## src/rtl/sertx_pkg.sv

```systemverilog
package sertx_pkg;

    typedef enum logic [2:0] {
        ST_IDLE,
        ST_START,
        ST_DATA,
        ST_PAR,
        ST_STOP
    } tx_state_e;

    typedef struct packed {
        logic len7;
        logic par_en;
        logic par_odd;
    } tx_cfg_t;

    // Parity bit that brings the ones count to the requested sense.
    function automatic logic parity_bit(input logic ones_odd, input logic odd_sense);
        return ones_odd ^ odd_sense;
    endfunction

endpackage

```

## src/rtl/sertx_hold.sv

```systemverilog
module sertx_hold #(
    parameter int DATA_W = 8
) (
    input  logic              clk,
    input  logic              rst,
    input  logic              wr_valid,
    input  logic [DATA_W-1:0] wr_data,
    input  logic              take,
    output logic              full,
    output logic [DATA_W-1:0] data,
    output logic              evt
);

    always_ff @(posedge clk) begin
        if (rst) begin
            full <= 1'b0;
            data <= '0;
            evt  <= 1'b0;
        end else begin
            evt <= take;
            if (wr_valid) begin
                full <= 1'b1;
                data <= wr_data;
            end else if (take) begin
                full <= 1'b0;
            end
        end
    end

    assert_write_fills_R2: assert property (@(posedge clk) disable iff (rst)
        wr_valid |=> full);

    assert_load_frees_R3: assert property (@(posedge clk) disable iff (rst)
        (take && !wr_valid) |=> !full);

    assert_take_needs_data_R3: assert property (@(posedge clk) disable iff (rst)
        take |-> full);

    assert_evt_single_R9: assert property (@(posedge clk) disable iff (rst)
        evt |=> !evt);

endmodule

```

## src/rtl/sertx_shift.sv

```systemverilog
module sertx_shift
    import sertx_pkg::*;
#(
    parameter int DATA_W = 8
) (
    input  logic              clk,
    input  logic              rst,
    input  logic              tick,
    input  logic              tx_en,
    input  tx_cfg_t           cfg,
    input  logic              hold_full,
    input  logic [DATA_W-1:0] hold_data,
    output logic              take,
    output logic              txd,
    output logic              busy
);

    localparam int IDX_W = $clog2(DATA_W);
    localparam logic [IDX_W-1:0] LAST_FULL  = IDX_W'(DATA_W - 1);
    localparam logic [IDX_W-1:0] LAST_SHORT = IDX_W'(DATA_W - 2);

    tx_state_e         st;
    tx_cfg_t           cfg_r;
    logic [DATA_W-1:0] sreg;
    logic [IDX_W-1:0]  idx;
    logic              par_r;
    logic [DATA_W-1:0] mask;
    logic              par_next;
    logic              frame_slot;

    always_comb begin
        mask = '1;
        if (cfg.len7) mask[DATA_W-1] = 1'b0;
        par_next   = parity_bit(^(hold_data & mask), cfg.par_odd);
        frame_slot = (st == ST_IDLE) || (st == ST_STOP);
        take       = tick && tx_en && hold_full && frame_slot;
    end

    assign busy = (st != ST_IDLE);

    always_ff @(posedge clk) begin
        if (rst) begin
            st    <= ST_IDLE;
            txd   <= 1'b1;
            sreg  <= '0;
            idx   <= '0;
            cfg_r <= '0;
            par_r <= 1'b0;
        end else if (tick) begin
            unique case (st)
                ST_IDLE, ST_STOP: begin
                    if (take) begin
                        st    <= ST_START;
                        txd   <= 1'b0;
                        sreg  <= hold_data;
                        cfg_r <= cfg;
                        par_r <= par_next;
                    end else begin
                        st  <= ST_IDLE;
                        txd <= 1'b1;
                    end
                end
                ST_START: begin
                    st  <= ST_DATA;
                    idx <= '0;
                    txd <= sreg[0];
                end
                ST_DATA: begin
                    if (idx == (cfg_r.len7 ? LAST_SHORT : LAST_FULL)) begin
                        if (cfg_r.par_en) begin
                            st  <= ST_PAR;
                            txd <= par_r;
                        end else begin
                            st  <= ST_STOP;
                            txd <= 1'b1;
                        end
                    end else begin
                        idx  <= idx + 1'b1;
                        sreg <= sreg >> 1;
                        txd  <= sreg[1];
                    end
                end
                ST_PAR: begin
                    st  <= ST_STOP;
                    txd <= 1'b1;
                end
                default: begin
                    st  <= ST_IDLE;
                    txd <= 1'b1;
                end
            endcase
        end
    end

    assert_start_low_R3: assert property (@(posedge clk) disable iff (rst)
        take |=> (!txd && busy));

    assert_bit_held_R4: assert property (@(posedge clk) disable iff (rst)
        !tick |=> $stable(txd));

    assert_parity_slot_R5: assert property (@(posedge clk) disable iff (rst)
        (st == ST_PAR) |-> cfg_r.par_en);

    assert_idle_high_R7: assert property (@(posedge clk) disable iff (rst)
        !busy |-> txd);

    assert_no_start_disabled_R8: assert property (@(posedge clk) disable iff (rst)
        (!busy && !tx_en) |=> !busy);

endmodule

```

## src/rtl/sertx_top.sv

```systemverilog
module sertx_top
    import sertx_pkg::*;
(
    input  logic       clk,
    input  logic       rst,
    input  logic       bit_tick,
    input  logic       tx_en,
    input  logic       len7,
    input  logic       par_en,
    input  logic       par_odd,
    input  logic       wr_valid,
    input  logic [7:0] wr_data,
    output logic       txd,
    output logic       hold_empty,
    output logic       tx_busy,
    output logic       empty_evt
);

    localparam int DATA_W = 8;

    logic              take;
    logic              full;
    logic [DATA_W-1:0] hold_data;
    tx_cfg_t           cfg;

    assign cfg        = '{len7: len7, par_en: par_en, par_odd: par_odd};
    assign hold_empty = ~full;

    sertx_hold #(.DATA_W(DATA_W)) hold_i (
        .clk      (clk),
        .rst      (rst),
        .wr_valid (wr_valid),
        .wr_data  (wr_data),
        .take     (take),
        .full     (full),
        .data     (hold_data),
        .evt      (empty_evt)
    );

    sertx_shift #(.DATA_W(DATA_W)) shift_i (
        .clk       (clk),
        .rst       (rst),
        .tick      (bit_tick),
        .tx_en     (tx_en),
        .cfg       (cfg),
        .hold_full (full),
        .hold_data (hold_data),
        .take      (take),
        .txd       (txd),
        .busy      (tx_busy)
    );

    assert_evt_with_start_R9: assert property (@(posedge clk) disable iff (rst)
        empty_evt |-> (!txd && hold_empty && tx_busy));

endmodule

```

## config.mk

```make
export PLATFORM = sky130hd
export DESIGN_NAME = sertx_top
export DESIGN_NICKNAME = d
export VERILOG_FILES = /design/src/rtl/sertx_pkg.sv /design/src/rtl/sertx_hold.sv /design/src/rtl/sertx_shift.sv /design/src/rtl/sertx_top.sv
export SDC_FILE = /design/constraint.sdc
export NUM_CORES = 1
export LEC_CHECK = 0
export BUFFER_PORTS_ARGS = -buffer_cell sky130_fd_sc_hd__buf_4
export CAP_MARGIN = 40
export CORE_UTILIZATION = 59
export DETAILED_ROUTE_END_ITERATION = 10
export PLACE_DENSITY_LB_ADDON = 0.08
export SYNTH_ARGS = -nofsm -noshare
export SYNTH_HDL_FRONTEND = slang
export SYNTH_SLANG_ARGS = --single-unit
```

## constraint.sdc

```tcl
create_clock -name clk -period 4.1 [get_ports clk]
set_clock_uncertainty 0.1 [all_clocks]
set_input_delay 0.82 -clock clk [delete_from_list [all_inputs] [get_ports clk]]
set_output_delay 0.82 -clock clk [all_outputs]
set_load 0.01 [all_outputs]
```

==> results of run 1 <==
==> sequential cells by signal, indices dropped and copies added (netlist names), 2 cells and up <==
name	flops
hold_i.data	8
shift_i.cfg_r	2
shift_i.idx	3
shift_i.st	3
shift_i.sreg	8
==> power by group through the flow <==
stage                     Clock, mW  Combinational (mW)  Sequential [mW]
after floorplan                   0              0.0649            0.299
after global placement            0              0.0818            0.303
after detailed placement          0              0.0851            0.303
after CTS                     0.114              0.0852            0.297
after global routing          0.126              0.0928            0.300
final                         0.112              0.0856            0.297
==> placed cells by master (no fill, tap or decap), drive strengths merged <==
| cell | instances |
|---|---|
| a21oi | 7 |
| o221ai | 1 |
| nor3 | 1 |
| clkbuf | 3 |
| a22oi | 1 |
| inv | 3 |
| o21ai | 5 |
| nor2 | 26 |
| nor3b | 2 |
| nand3 | 2 |
| xnor3 | 1 |
| a21bo | 1 |
| xor2 | 2 |
| o21bai | 1 |
| a31oi | 3 |
| mux2i | 12 |
| nand3b | 1 |
| or3 | 2 |
| nand2 | 18 |
| dfxtp | 28 |
| buf | 19 |
| and2b | 1 |
| ha | 1 |
| nand4 | 1 |
| nand2b | 3 |
| nor2b | 3 |
| o311a | 1 |
| a211oi | 1 |
| a311oi | 8 |
| xnor2 | 6 |
==> metal layers <==
metal,vias to the layer above,wire length [microns]
li1,549,-
met5,-,0
met3,6,105
met2,29,1120
met1,494,1310
met4,0,32
==> tightest hold or removal path, stage by stage, from the launching register on <==
cell,delay [ps]
dfxtp_1,340
nand2b_1,70
a21oi_1,50
==> cell usage after synthesis <==
cell	count
clkbuf_1	5
nand2b_1	3
mux2i_1	12
or3_1	2
buf_2	4
a311oi_2	2
and2b_1	1
nand4_1	1
a211oi_4	1
nand3_1	2
nand3b_1	1
o221ai_1	1
a21bo_2	1
xor2_1	2
o21ai_0	4
a31oi_1	3
xnor3_1	1
nor3b_1	2
dfxtp_1	28
nand2_1	18
buf_6	1
o21bai_1	1
nor2b_1	3
nor2_1	26
inv_1	3
ha_1	1
o311a_1	1
a21oi_1	7
xnor2_1	6
nor3_1	1
o21ai_2	1
a22oi_1	1
a311oi_1	6
==> stage by stage <==
step           worst slack, ps  util, %  hold WS, ps
5_1_grt                   1810     73.0          403
3_5_place_dp              1890     71.9          362
6_report                  1870     73.0          385
3_3_place_gp              1950     71.9          359
2_1_floorplan             2100        -          346
4_1_cts                   1860     73.0          382
==> cells by family after synthesis <==
family | after synthesis | synth area share [%]
compound gates | 29 | 17.1
xor+xnor | 9 | 6.90
fa+ha+maj | 1 | 0.932
buf+inv | 13 | 4.57
flops | 28 | 41.8
mux | 12 | 8.95
simple gates | 60 | 19.9
==> worst paths after layout <==
path	slack, ps	end	start	depth (start not counted)
worst max-delay path	1870	tx_busy	shift_i.st[0]	2
worst min-delay path	380	shift_i.sreg[7]	shift_i.sreg[7]	2
worst max register to register	1950	shift_i.idx[0]	shift_i.st[1]	5
worst min register to register	380	shift_i.sreg[7]	shift_i.sreg[7]	2
==> area by class of cell <==
| type | count | area share [%] |
|---|---|---|
| Inverter | 3 | 0.755 |
| Clock buffer | 3 | 1.51 |
| Tap cell | 27 | 2.27 |
| Sequential cell | 28 | 37.6 |
| Multi-Input combinational cell | 111 | 48.3 |
| Timing Repair Buffer | 19 | 9.56 |
==> results.yml, run 1 <==
setup_path:
  path_class: "flop to output pin"
  required_ps: 3180
  crit_family: "flip-flops"
  path_cells: "or3_1 > buf_4"
  cp-end-kind: "output pin"
  slowest_stage: "dfxtp_1"
  worstPathArrival_ps: 1310
  start_kind: "flop"
  cp_num_buf_inv: 1
  max_stage_delay_ps: 430
  path_max_fanout: 10
pwr:
  swShare_pct: 26.4
  seqPwrFrac_pct: 60.0
  power.density_nw_per_um2: 332
  power_uw: 495
  combPwrFrac_pct: 17.3
  p_clk_share_pct: 22.7
  power_leakage_nw: 0.598
  p_switching_uw: 131
  peakVddDrop_uv: 205
  internal_power_uw: 365
layout:
  seqCellArea_sq_um: 561
  design_area_sq_um: 1490
  multi_input_area_sq_um: 721
  layout-drive-gt1-share_pct: 16.5
  n_antenna_cell: 0
  fillers: 163
  area_growth_pct: 11.1
  nets: 183
  finalNonFillerCells: 191
clock_network:
  cts_max_level: 1
  cts_root_buffer: "clkbuf_4"
  cts_buffers: 3
  clkLatencyLatePin_ps: 330
  cts_setup_buffers: 0
  numClockSinks: 28
  holdBufCountCts: 0
  cts_tree: "yes"
  path_clk_slew_ps: 140
  cts_buffer_depth: 2
  cts_resized: 0
global_route:
  grt.overflow.total: 0
  track_usage_pct: 23.0
  busiest_layer: "met2"
  grt.met3_usage_pct: 3.70
  grtUsageMet2_pct: 36.5
  grtUsageMet1_pct: 31.8
  grt_pass1_wl_mm: 4.39
  antenna_found_initial: 0
  grt_pass1_vias: 1021
  grt_max_degree: 29
floorplanning:
  die_y_microns: 49.7
  start_util_pct: 65.7
  dieArea_sq_um: 2470
  design.portCount: 20
  core_area_sq_um: 2040
  die-width_microns: 49.7
  num_rows: 16
sta:
  maxSlewHeadroom_pct: 42.1
  grt_setup_unrepaired: "false"
  report.final.hold_viol_count: 0
  finalSetupViolCount: 0
  finalMaxSlewViolations: 0
  timing.fmax_mhz: 448
  layout_min_cycle_time_ps: 2230
  finalCritPeriodShare_pct: 54.5
  fin_tns_setup_ps: 0
  tightest_slew_ps: 866
placed_design:
  dp_hpwl_mm: 1.87
  gp_congestion: 0.813
  port_buffers: 19
  placed_cell_area_sq_um: 1470
  dp.cells: 188
job:
  maxCapViolCount: 0
route:
  drtPass1Iterations: 4
  drc: 0
  drt-initial-drc-count: 38
  wirelength_mm: 2.57
  viasPerCell: 5.64
  dr_total_vias: 1078
  ant_nets: 0
  detail_route.wl_per_cell_microns: 13.5
synthesis:
  syn_area_sq_um: 1340
  yosys.area.top_type: "dfxtp_1"
  synth-seq-cells: 28
  yosysSeqAreaShare_pct: 41.8
  netlist_top_cells_area: "dfxtp_1 (42%), mux2i_1 (8.9%), nor2_1 (7.3%), nand2_1 (5.0%), a311oi_1 (3.9%)"
  netlist_instances: 152
  yosysWarnings: 0
  postSynthNetCount: 169
  synth_top_area_share_pct: 41.8
  syn_avg_cell_area_sq_um: 8.83
  synth_cell_types: 33
hold_path:
  hp-class: "flop to flop"
outcome:
  outcome: "finished clean"
Note: power is estimated with default switching activity, not from simulation.
==> run 2, diff against run 1 <==
--- a/config.mk
+++ b/config.mk
@@ -7,7 +7,7 @@
 export LEC_CHECK = 0
 export BUFFER_PORTS_ARGS = -buffer_cell sky130_fd_sc_hd__buf_4
 export CAP_MARGIN = 40
-export CORE_UTILIZATION = 59
+export CORE_UTILIZATION = 55
 export DETAILED_ROUTE_END_ITERATION = 10
 export PLACE_DENSITY_LB_ADDON = 0.08
 export SYNTH_ARGS = -nofsm -noshare
==> constraint.sdc (replaced) <==
create_clock -name clk -period 2.1 [get_ports clk]
set_clock_uncertainty 0.1 [all_clocks]
set_input_delay 0.42 -clock clk [delete_from_list [all_inputs] [get_ports clk]]
set_output_delay 0.42 -clock clk [all_outputs]
set_load 0.01 [all_outputs]
==> run 2 against run 1 <==
  * Final cell count grew 2.6%
  * Critical path depth is the same
  * Worst hold slack worse by 170 ps
  * Total power is 120% higher
  * Setup slack got worse by 1600 ps
  * Count of clock-buffer cells in the layout stayed put
  * Combinational power up 100%
  * Sequential power is 96% higher
  * Global-route usage decreased by 0.36 points
==> results.yml, run 2 (synthesized netlist as in run 1, its figures left out) <==
outcome:
  outcome: "finished clean"
clock_network:
  cts_setup_buffers: 0
  cts_buffer_depth: 2
  cts_resized: 0
  cts_root_buffer: "clkbuf_4"
  numClockSinks: 28
  holdBufCountCts: 0
  cts_buffers: 3
  cts_tree: "yes"
  path_clk_slew_ps: 140
  clkLatencyLatePin_ps: 330
  cts_max_level: 1
floorplanning:
  design.portCount: 20
  core_area_sq_um: 2250
  dieArea_sq_um: 2640
  num_rows: 17
  die-width_microns: 51.4
  die_y_microns: 51.4
  start_util_pct: 59.5
pwr:
  peakVddDrop_uv: 520
  power.density_nw_per_um2: 712
  power_leakage_nw: 0.628
  power_mw: 1.10
layout:
  final_cell_mix: "dfxtp_1 (28), nor2_1 (26), buf_4 (22)"
  largestRegisters: "hold_i.data: 8 flops, shift_i.sreg: 8 flops"
  seqCellArea_sq_um: 561
  multi_input_area_sq_um: 721
  n_antenna_cell: 0
  finalNonFillerCells: 196
  layout-drive-gt1-share_pct: 18.5
  nets: 186
  fillers: 200
  area_growth_pct: 15.1
  mostFrequentLayoutCell: "dfxtp_1"
placed_design:
  gp_congestion: 0.893
  port_buffers: 19
  dp_hpwl_mm: 1.99
  dp.cells: 192
route:
  dr_total_vias: 1105
  drt-initial-drc-count: 42
  drtPass1Iterations: 4
  viasPerCell: 5.64
  drc: 0
  ant_nets: 0
  detail_route.wl_per_cell_microns: 13.9
  wirelength_mm: 2.73
setup_path:
  start_kind: "flop"
  required_ps: 1580
  path_max_fanout: 10
  worstPathArrival_ps: 1310
  path_class: "flop to output pin"
  cp-end-kind: "output pin"
sta:
  finalMaxSlewViolations: 0
  finalCritPeriodShare_pct: 87.0
  timing.fmax_mhz: 547
  fin_tns_setup_ps: 0
  maxSlewHeadroom_pct: 73.1
  finalSetupViolCount: 0
  tightest_slew_ps: 404
  holdWs_ps: 216
  grt_setup_unrepaired: "false"
  layout_min_cycle_time_ps: 1830
  report.final.hold_viol_count: 0
global_route:
  antenna_found_initial: 0
  grt_pass1_vias: 985
  grt_pass1_wl_mm: 4.41
  grt_max_degree: 29
  grt.overflow.total: 0
  track_usage_pct: 22.6
hold_path:
  hp-class: "primary input to flop"
job:
  maxCapViolCount: 0
-- run 2: power by group --
group | internal, mW | switching, mW | total, mW
combinational | 0.0909 | 0.0797 | 0.171
sequential | 0.558 | 0.0244 | 0.582
clock | 0.193 | 0.155 | 0.348
total | 0.842 | 0.259 | 1.10
-- run 2: final cells by class --
class / instances / share of cell area (%)
multi-input combinational: 111 / 46.6
sequential: 28 / 36.3
timing repair buffer: 22 / 10.7
tap: 28 / 2.27
clock inverter: 1 / 1.94
clock buffer: 3 / 1.46
inverter: 3 / 0.729
-- run 2: metal layers --
metal / share of wire [%] / vias up / track usage (%)
li1: - / 560 / -
met1: 47 / 498 / 30.0
met2: 46 / 43 / 35.9
met3: 5.9 / 4 / 6.25
met4: 0.84 / 0 / 5.86
met5: 0 / - / 0
-- run 2: path summary, 6_finish.rpt --
path / depth (start not counted) / endpoint / slack (ps) / start
min reg2reg: 2 / shift_i.sreg[7] / 390 / shift_i.sreg[7]
max reg2reg: 5 / shift_i.st[0] / 330 / shift_i.idx[0]
max: 2 / tx_busy / 270 / shift_i.st[0]
min: 3 / shift_i.cfg_r[1] / 220 / par_en
-- run 2: through the flow --
stage          util (%)  setup slack, ps  area [sq um]
6_report           68.5              272          1550
5_1_grt            68.5              204          1550
4_1_cts            68.5              253          1550
3_5_place_dp       66.2              389          1490
3_3_place_gp       66.2              463          1490
2_1_floorplan         -              495          1340
-- run 2: critical path, stage by stage, from the launching register on --
cell and delay (ps):
dfxtp_1 430, or3_1 410, buf_4 150
